`config.mk`:
```
export PLATFORM = sky130hd
export DESIGN_NAME = trig_delay_timer
export DESIGN_NICKNAME = d
export VERILOG_FILES = /design/src/rtl/tdt_pkg.sv /design/src/rtl/tdt_sync.sv /design/src/rtl/tdt_prescale.sv /design/src/rtl/tdt_mainctr.sv /design/src/rtl/trig_delay_timer.sv
export SDC_FILE = /design/constraint.sdc
export NUM_CORES = 1
export LEC_CHECK = 0
export ABC_AREA = 1
export BUFFER_PORTS_ARGS = -buffer_cell sky130_fd_sc_hd__buf_2
export CORE_ASPECT_RATIO = 0.8
export CORE_MARGIN = 4
export CORE_UTILIZATION = 25
export CTS_BUF_LIST = sky130_fd_sc_hd__clkbuf_2
export DETAILED_ROUTE_END_ITERATION = 7
export PLACE_DENSITY = 0.45
export SYNTH_ARGS = -nofsm -noshare
export SYNTH_HDL_FRONTEND = slang
export SYNTH_HIERARCHICAL = 1
export SYNTH_SLANG_ARGS = --single-unit
```
`constraint.sdc`:
```
create_clock -name clk -period 2.9 [get_ports clk]
set_input_delay 0.58 -clock clk [delete_from_list [all_inputs] [get_ports clk]]
set_output_delay 0.58 -clock clk [all_outputs]
set_load 0.02 [all_outputs]
```
`src/rtl/tdt_pkg.sv`:
```
package tdt_pkg;
  typedef enum logic {
    TDT_ONESHOT  = 1'b0,
    TDT_DEBOUNCE = 1'b1
  } tdt_mode_e;
endpackage

```
`src/rtl/tdt_sync.sv`:
```
// Multi-flop synchronizer for one asynchronous level.
module tdt_sync #(
  parameter int STAGES = 2
) (
  input  logic clk,
  input  logic rst,
  input  logic d,
  output logic q
);
  logic [STAGES-1:0] chain;

  always_ff @(posedge clk) begin
    if (rst) chain <= '0;
    else     chain <= {chain[STAGES-2:0], d};
  end

  assign q = chain[STAGES-1];
endmodule

```
`src/rtl/tdt_prescale.sv`:
```
// Prescaler: emits one enable tick every DIV running cycles.
module tdt_prescale #(
  parameter int DIV = 50000
) (
  input  logic clk,
  input  logic rst,
  input  logic clr,
  input  logic run,
  output logic tick
);
  localparam int W = (DIV > 1) ? $clog2(DIV) : 1;
  localparam logic [W-1:0] LAST = W'(DIV - 1);

  logic [W-1:0] cnt;

  assign tick = run && (cnt == LAST);

  always_ff @(posedge clk) begin
    if (rst || clr)  cnt <= '0;
    else if (run)    cnt <= (cnt == LAST) ? '0 : cnt + 1'b1;
  end

  // the prescale count never passes its terminal value
  a_r3_pre_bound: assert property (@(posedge clk) disable iff (rst)
    cnt <= LAST);
endmodule

```
`src/rtl/tdt_mainctr.sv`:
```
// Main counter: advances once per prescaler tick and flags its last step.
module tdt_mainctr #(
  parameter int TERM = 10
) (
  input  logic clk,
  input  logic rst,
  input  logic clr,
  input  logic adv,
  output logic last
);
  localparam int W = $clog2(TERM + 1);
  localparam logic [W-1:0] LASTV = W'(TERM - 1);

  logic [W-1:0] cnt;

  assign last = (cnt == LASTV);

  always_ff @(posedge clk) begin
    if (rst || clr) cnt <= '0;
    else if (adv)   cnt <= (cnt == LASTV) ? '0 : cnt + 1'b1;
  end

  // the main count never passes its terminal value
  a_r3_main_bound: assert property (@(posedge clk) disable iff (rst)
    cnt <= LASTV);
endmodule

```
`src/rtl/trig_delay_timer.sv`:
```
// Triggered delay timer: synchronizer, edge detect, cascaded counters,
// registered done/busy.
module trig_delay_timer
  import tdt_pkg::*;
#(
  parameter int TICK_DIV    = 50000,
  parameter int TICK_COUNT  = 10,
  parameter int SYNC_STAGES = 2
) (
  input  logic clk,
  input  logic rst,
  input  logic trig_async,
  input  logic mode_sel,
  output logic done,
  output logic busy
);
  tdt_mode_e mode;
  logic trig_s, trig_d, rise;
  logic busy_q, done_q;
  logic abort, fin, tick, main_last, cnt_clr;

  assign mode = tdt_mode_e'(mode_sel);

  tdt_sync #(.STAGES(SYNC_STAGES)) u_sync (
    .clk(clk), .rst(rst), .d(trig_async), .q(trig_s)
  );

  assign rise    = trig_s && !trig_d;
  assign abort   = busy_q && (mode == TDT_DEBOUNCE) && !trig_s;
  assign cnt_clr = !busy_q || abort;

  tdt_prescale #(.DIV(TICK_DIV)) u_pre (
    .clk(clk), .rst(rst), .clr(cnt_clr), .run(busy_q), .tick(tick)
  );

  tdt_mainctr #(.TERM(TICK_COUNT)) u_main (
    .clk(clk), .rst(rst), .clr(cnt_clr), .adv(tick), .last(main_last)
  );

  // terminal compare, qualified by the absence of a clear this cycle
  assign fin = busy_q && tick && main_last && !abort;

  always_ff @(posedge clk) begin
    if (rst) begin
      trig_d <= 1'b0;
      busy_q <= 1'b0;
      done_q <= 1'b0;
    end else begin
      trig_d <= trig_s;
      done_q <= fin;
      if (!busy_q && rise)  busy_q <= 1'b1;
      else if (abort || fin) busy_q <= 1'b0;
    end
  end

  assign done = done_q;
  assign busy = busy_q;

  // outputs are idle in the cycle after reset
  logic rst_q;
  always_ff @(posedge clk) begin
    rst_q <= rst;
    if (rst_q) begin
      a_r1_reset_idle: assert (!busy_q && !done_q)
        else $error("a_r1_reset_idle");
    end
  end

  // done lasts one cycle
  a_r2_done_single: assert property (@(posedge clk) disable iff (rst)
    done_q |=> !done_q);

  // done only as a run ends
  a_r3_done_ends_busy: assert property (@(posedge clk) disable iff (rst)
    done_q |-> ($past(busy_q) && !busy_q));

  // in one-shot mode every run that ends outside reset ends with done
  a_r4_oneshot_completes: assert property (@(posedge clk) disable iff (rst)
    ((mode == TDT_ONESHOT) && $fell(busy_q) && !$past(rst)) |-> done_q);

  // a debounce release ends the run without a pulse
  a_r5_release_aborts: assert property (@(posedge clk) disable iff (rst)
    (busy_q && (mode == TDT_DEBOUNCE) && !trig_s) |=> (!busy_q && !done_q));
endmodule

```
==> metrics.csv, run 1 <==
stage,metric,value,unit
cts,cts_buffers,3,
worst_setup_path,crit_buf_inv,1,
cts,cts_root_buf,clkbuf_2,
routing,wl,2.52,mm
routing,drt_iter0_drc,75,
place,dp_hpwl,1.95,mm
floorplanning,die_w,88.8,um
floorplanning,core_area,0.00504,mm^2
sta,maxSlewHeadroom,57.9,%
logic_synthesis,synth_top_area_share,38.3,%
min_path,whs_path_depth,3,
sta,finalHoldViolCount,0,
worst_setup_path,end_kind,output port,
outcome,outcome,finished clean,
global_route,grt.total_usage,8.74,%
floorplanning,dieHeight,72.7,um
sta,min_period_over_period,68.3,%
power,p_leak,0.529,nW
sta,finalCriticalPeriod,1.98,ns
cts,clock_sinks,25,
routing,drt_drc_violations_left,0,
power,total_power,0.512,mW
min_path,hp-class,in -> reg,
layout,final_util,28.1,%
min_path,min_to,u_sync/chain[0]$_SDFF_PP0_,
sta,worst_pin_slew,0.631,ns
sta,setup_viol,0,
layout,n_antenna_cell,0,
logic_synthesis,avgSynthCellArea,7.06,um^2
floorplanning,design.die.area,0.00645,mm^2
layout,post_layout_nonfiller_instances,255,
flow_run,maxCapViolCount,0,
logic_synthesis,synth_seq_cells,25,
worst_setup_path,crit_family,flip-flops,
worst_setup_path,worst_ep_required_time,2.32,ns
logic_synthesis,yosys-top-cells-area,"dfxtp_1 (38%), nor2_1 (13%), nand2_1 (11%)",
global_route,grt_pass1_vias,978,
global_route,grt_pass1_wl,4.48,mm
global_route,antenna_found_initial,0,
sta,max_freq,505,MHz
routing,vias,1065,
routing,wl_per_cell,9.90,um
worst_setup_path,crit_slowest_cell,dfxtp_1,
floorplanning,rows,23,
layout,layout-drive-gt1-share,20.2,%
sta,skew,0.0180,ns
cts,cts_buffer_depth,2,
cts,post_cts_buffers,0,
min_path,hold_start,trig_async,
routing,firstDrtPassIters,4,
cts,ctsResizeCount,0,
worst_setup_path,crit_fanout,17,
place,portBuffers,5,
routing,drtAntennaViolNets,0,
logic_synthesis,syn_inst,185,
sta,rsz0062_at_grt,false,
routing,vias_per_cell,4.18,
place,gp_congestion,0.763,
worst_setup_path,crit_start,busy$_SDFFE_PP0P_,
worst_setup_path,rr_startpoint,busy$_SDFFE_PP0P_,
worst_setup_path,rr_endpoint,u_main/cnt[3]$_SDFFE_PP0P_,
layout,syn2layout_area_growth,8.52,%
logic_synthesis,ys_types,25,
cts,clkLatencyLatePin,0.35,ns
logic_synthesis,syn_area,0.00131,mm^2
floorplanning,start_util,25.9,%
worst_setup_path,crit_chain,buf_2,
cts,clk_pin_slew,0.22,ns
cts,cts_tree,done,
power,power.density,361,mW/mm^2
global_route,grt-ovfl-total,0,
floorplanning,num_io_pins,6,
layout,nNetsFinal,199,
worst_setup_path,cp.arrival,1.40,ns
sta,report.final.slew_viol_count,0,
logic_synthesis,yosysSeqAreaShare,38.3,%
global_route,grt_max_degree,18,
cts,htreeDepth,1,
place,dpl.cell_count,251,
power,irDropWorstVdd,0.171,mV
worst_setup_path,start_kind,flop,
logic_synthesis,syn-num-nets,190,
worst_setup_path,crit_type,reg -> out,
worst_setup_path,regToRegSetupSlack,1.08,ns
worst_setup_path,slowest_delay,0.78,ns
sta,tns,0,ns
logic_synthesis,yosys_warnings,6,
worst_setup_path,worst-r2r-cell-count,9,
logic_synthesis,yosys.area.top_type,dfxtp_1,
cts,hold_buffers,0,
placed cells by master, fill, tap and decap left out, types with 4 or more instances in the layout:
master / count
a21oi_1: 5
buf_2: 5
clkbuf_2: 4
dfxtp_1: 25
inv_1: 20
inv_2: 7
nand2_1: 37
nand2_2: 4
nand3_1: 9
nor2_1: 44
nor2_4: 5
nor3_1: 7
Yosys cell counts:
| cell | number |
|---|---|
| nand3b_1 | 1 |
| nor3_1 | 7 |
| nor2_8 | 1 |
| nand2_4 | 1 |
| nand3_4 | 1 |
| nand3_1 | 9 |
| ha_1 | 1 |
| inv_1 | 20 |
| inv_2 | 7 |
| dfxtp_1 | 25 |
| nor2_1 | 44 |
| buf_6 | 1 |
| a21oi_2 | 1 |
| o21ai_0 | 1 |
| nand2_1 | 37 |
| nor2_2 | 3 |
| o21ai_2 | 3 |
| xor2_1 | 2 |
| nand2_2 | 4 |
| nand4_2 | 1 |
| a21oi_1 | 5 |
| nor3_2 | 2 |
| nand4_1 | 2 |
| nor2_4 | 5 |
| nor3b_2 | 1 |
sequential cells by signal (all words and copies together) (netlist names):
register,flops
u_pre/cnt,16
u_sync/chain,2
busy,1
trig_d,1
u_main/cnt,4
done,1
report_power, final:
group	switching [mW]	internal, mW	total, mW	leakage, nW
logic	0.0113	0.00639	0.0177	0.310
registers	0.00447	0.347	0.352	0.202
clock network	0.107	0.0364	0.143	0.0166
total	0.122	0.390	0.512	0.529
final cells by class:
type                       count  area [um^2]
inverter                      27          101
timing repair buffer           5         25.0
fill                         570         3620
tap                           62         77.6
multi-input combinational    132          693
sequential                    25          500
clock buffer                   4         20.0
how the worst max path moves through the flow:
stage / slack (ns) / cells past startpoint / to
finish: 0.92 / 1 / busy
global route: 0.76 / 1 / busy
CTS: 0.85 / 1 / busy
detailed placement: 1.05 / 9 / u_main/cnt[3]$_SDFFE_PP0P_
global placement: 1.03 / 9 / u_main/cnt[3]$_SDFFE_PP0P_
floorplan: 1.36 / 10 / u_main/cnt[3]$_SDFFE_PP0P_
cells by family (layout without fill, tap and decap cells):
family	Yosys count	count (layout)	synth area share, %
adder cells (fa/ha/maj)	1	1	0.958
AO/OA/AOI/OAI	10	10	4.98
buffers and inverters	28	36	8.62
XOR/XNOR	2	2	1.34
AND/OR/NAND/NOR	119	119	45.8
flip-flops	25	25	38.3
layer usage:
layer  global-route usage, %  wire length, um  vias up
li1                        -                -      586
met1                    13.6             1460      467
met2                    11.9              968       10
met3                    2.60               86        2
met4                    1.51               10        0
met5                       0                0        -
per-stage QoR:
step	setup slack (ns)	instance area (um^2)	hold slack [ns]
after floorplan	1.36	1310	0.388
after global routing	0.765	1420	0.369
final	0.920	1420	0.405
after CTS	0.847	1420	0.361
after global placement	1.03	1400	0.411
after detailed placement	1.05	1400	0.406
tightest hold or removal path, stage by stage:
cell and delay [ns]:
buf_2 0.09, inv_1 0.04, nor2_1 0.03
Note: power is estimated with default switching activity, not from simulation.
==> run 2: changes to the inputs <==
--- a/config.mk
+++ b/config.mk
@@ -5,14 +5,14 @@
 export SDC_FILE = /design/constraint.sdc
 export NUM_CORES = 1
 export LEC_CHECK = 0
-export ABC_AREA = 1
+export ABC_AREA = 0
 export BUFFER_PORTS_ARGS = -buffer_cell sky130_fd_sc_hd__buf_2
 export CORE_ASPECT_RATIO = 0.8
 export CORE_MARGIN = 4
 export CORE_UTILIZATION = 25
 export CTS_BUF_LIST = sky130_fd_sc_hd__clkbuf_2
 export DETAILED_ROUTE_END_ITERATION = 7
-export PLACE_DENSITY = 0.45
+export PLACE_DENSITY = 0.47
 export SYNTH_ARGS = -nofsm -noshare
 export SYNTH_HDL_FRONTEND = slang
 export SYNTH_HIERARCHICAL = 1
==> constraint.sdc (replaced) <==
create_clock -name clk -period 1.7 [get_ports clk]
set_input_delay 0.34 -clock clk [delete_from_list [all_inputs] [get_ports clk]]
set_output_delay 0.34 -clock clk [all_outputs]
set_load 0.02 [all_outputs]
==> metrics.csv, run 2 <==
stage,metric,value,unit,change
outcome,outcome,"complete, but fails checks",,
outcome,violations,negative setup slack,,
global_route,grt_pass1_vias,862,,-12%
logic_synthesis,yosys_warnings,6,,unchanged
logic_synthesis,synthArstFlopShare,0,%,unchanged
layout,syn2layout_area_growth,26.7,%,
worst_setup_path,end_kind,flop,,
global_route,grt_max_degree,17,,-1
sta,rsz0062_at_grt,true,,
flow_run,maxCapViolCount,0,,unchanged
floorplanning,start_util,26.1,%,+0.18 points
global_route,grt_use_met3,1.60,%,-1.0 points
logic_synthesis,syn_inst,119,,-36%
sta,finalHoldViolCount,0,,unchanged
floorplanning,die_w,82.3,um,-7.3%
logic_synthesis,synth_edf_count,0,,unchanged
place,placed_cell_area,0.00134,mm^2,-3.9%
global_route,grtUsageMet1,11.9,%,-1.6 points
routing,drtAntennaViolNets,0,,unchanged
routing,firstDrtPassIters,4,,unchanged
logic_synthesis,synth.most_common_cell,dfxtp_1,,
layout,nNetsFinal,151,,-24%
global_route,grt-ovfl-total,0,,unchanged
place,gp_congestion,0.776,,+1.8%
floorplanning,dieHeight,67.5,um,-7.2%
global_route,busiest_layer,met2,,
floorplanning,design.die.area,0.00555,mm^2,-14%
worst_setup_path,start_kind,flop,,
cts,clkLatencyLatePin,0.37,ns,+0.02 ns
cts,cts_buffer_depth,2,,unchanged
sta,setup_viol,22,,+22
global_route,met2_usage,13.9,%,+2.0 points
sta,finalCriticalPeriod,2.09,ns,
logic_synthesis,yosysSeqAreaShare,45.3,%,+7.0 points
sta,report.final.slew_viol_count,0,,unchanged
routing,vias_per_cell,4.40,,+5.3%
logic_synthesis,synth_top_area_share,45.3,%,+7.0 points
layout,final_cell_mix,"dfxtp_1 (23), nor2_1 (21), buf_4 (18)",,
cts,clk_pin_slew,0.28,ns,+0.06 ns
floorplanning,core_area,0.00423,mm^2,-16%
logic_synthesis,avgSynthCellArea,9.28,um^2,+31%
worst_setup_path,worst_ep_required_time,2.03,ns,-0.29 ns
layout,final_common_cell,dfxtp_1,,
logic_synthesis,syn-num-nets,124,,-35%
worst_setup_path,regToRegSetupSlack,-0.39,ns,-1.47 ns
global_route,antenna_found_initial,0,,unchanged
cts,hold_buffers,0,,unchanged
logic_synthesis,yosys-top-cells-area,"dfxtp_1 (45%), xnor2_1 (11%), nor2_1 (7.5%)",,
cts,cts_tree,done,,
logic_synthesis,synth-main-ff-cell,dfxtp_1,,
sta,max_freq,478,MHz,
routing,drt_iter0_drc,30,,-60%
layout,regMostFlops,u_pre/cnt,,
min_path,hp-class,in -> reg,,
logic_synthesis,synth_seq_cells,25,,unchanged
floorplanning,num_io_pins,6,,unchanged
global_route,grt_pass1_wl,3.82,mm,-15%
sta,skew,0.0277,ns,+0.00972 ns
layout,fin_area,0.00140,mm^2,-1.2%
place,dp_hpwl,1.59,mm,-19%
cts,clock_sinks,25,,unchanged
layout,top_regs,"u_pre/cnt: 16 flops, u_main/cnt: 4 flops, u_sync/chain: 2 flops",,
logic_synthesis,synth_commonest_cells,"dfxtp_1 (25), nor2_1 (22), xnor2_1 (14)",,
sta,maxSlewHeadroom,75.6,%,+18 points
routing,wl_per_cell,10.4,um,+5.5%
power,p_leak,0.457,nW,-13%
floorplanning,rows,21,,-8.7%
worst_setup_path,cp.arrival,2.42,ns,+1.02 ns
cts,htreeDepth,1,,unchanged
cts,cts_root_buf,clkbuf_2,,
power,irDropWorstVdd,0.355,mV,+110%
sta,setup_slack,-0.393,ns,-1.31 ns
place,dp_slack,-0.423,ns,-1.48 ns
place,portBuffers,5,,unchanged
logic_synthesis,syn_area,0.00110,mm^2,-15%
layout,largest_reg_flops,16,,unchanged
sta,min_period_over_period,123,%,
routing,wl,2.11,mm,-16%
sta,worst_pin_slew,0.365,ns,-0.266 ns
power,power.density,628,mW/mm^2,+74%
logic_synthesis,yosys.area.top_type,dfxtp_1,,
cts,cts_buffers,3,,unchanged
routing,drt_drc_violations_left,0,,unchanged
global_route,grt.total_usage,8.87,%,+0.13 points
routing,vias,888,,-17%
layout,n_antenna_cell,0,,unchanged
worst_setup_path,crit_type,reg -> reg,,
worst_setup_path,crit_fanout,3,,-14
layout,layout-drive-gt1-share,30.3,%,+10 points
logic_synthesis,ys_types,29,,+16%
-- run 2: through the flow --
stage	utilization (%)	power, mW	instances	TNS [ns]	hold WS [ns]
floorplan	-	0.618	119	-5.40	0.412
global placement	31.7	0.629	196	-5.73	0.426
detailed placement	31.7	0.629	196	-6.06	0.438
CTS	32.6	0.894	201	-6.37	0.134
global route	33.1	0.917	202	-7.58	0.127
finish	33.1	0.880	202	-6.16	0.151
-- run 2: power by group --
part / internal [mW] / switching, mW / leakage, nW / total [mW]
logic: 0.0113 / 0.0128 / 0.237 / 0.0241
clock network: 0.0616 / 0.199 / 0.0170 / 0.260
registers: 0.592 / 0.00313 / 0.203 / 0.595
-- run 2: worst max-delay path: stages, from the launching register on --
cell and delay (ns):
dfxtp_1 0.37, or4b_1 0.51, or4b_4 0.53, nor3_4 0.18, nand3_2 0.11, mux2_2 0.28
o22ai_1 0.10
-- run 2: final timing paths --
| kind | startpoint | end | depth (start not counted) |
|---|---|---|---|
| worst max-delay path | u_pre/cnt[11]$_SDFFE_PP0P_ | u_main/cnt[3]$_SDFFE_PP0P_ | 6 |
| worst min-delay path | trig_async | u_sync/chain[0]$_SDFF_PP0_ | 2 |
| worst max register to register | u_pre/cnt[11]$_SDFFE_PP0P_ | u_main/cnt[3]$_SDFFE_PP0P_ | 6 |
| worst min register to register | u_sync/chain[0]$_SDFF_PP0_ | u_sync/chain[1]$_SDFF_PP0_ | 1 |
-- run 2: cell type report --
class | instances | area [um^2]
fill | 438 | 2830
multi-input combinational | 89 | 603
sequential | 25 | 503
timing repair buffer | 25 | 191
tap | 57 | 71.3
clock buffer | 3 | 15.0
clock inverter | 1 | 8.76
inverter | 2 | 7.51
-- run 2: routing by layer --
metal	wire length, um	part of all wire (%)	vias up
met5	0	0	-
met4	26	1.2	0
met3	38	1.8	2
met2	965	46	7
met1	1080	51	419
li1	-	-	460
-- run 2: cell families (layout without fill, tap and decap cells) --
group,Yosys count,after routing,synth area share [%]
AND/OR/NAND/NOR,63,63,30.1
flip-flops,25,25,45.3
XOR/XNOR,17,17,13.5
AO/OA/AOI/OAI,6,6,5.66
buffers and inverters,5,31,2.38
multiplexers,2,2,1.93
adder cells (fa/ha/maj),1,1,1.13
-- run 2: repair_timing --
action                     CTS  global route
setup buffers                1             1
resized for setup            1             5
hold endpoints to repair     0             0
setup endpoints to repair   22            22
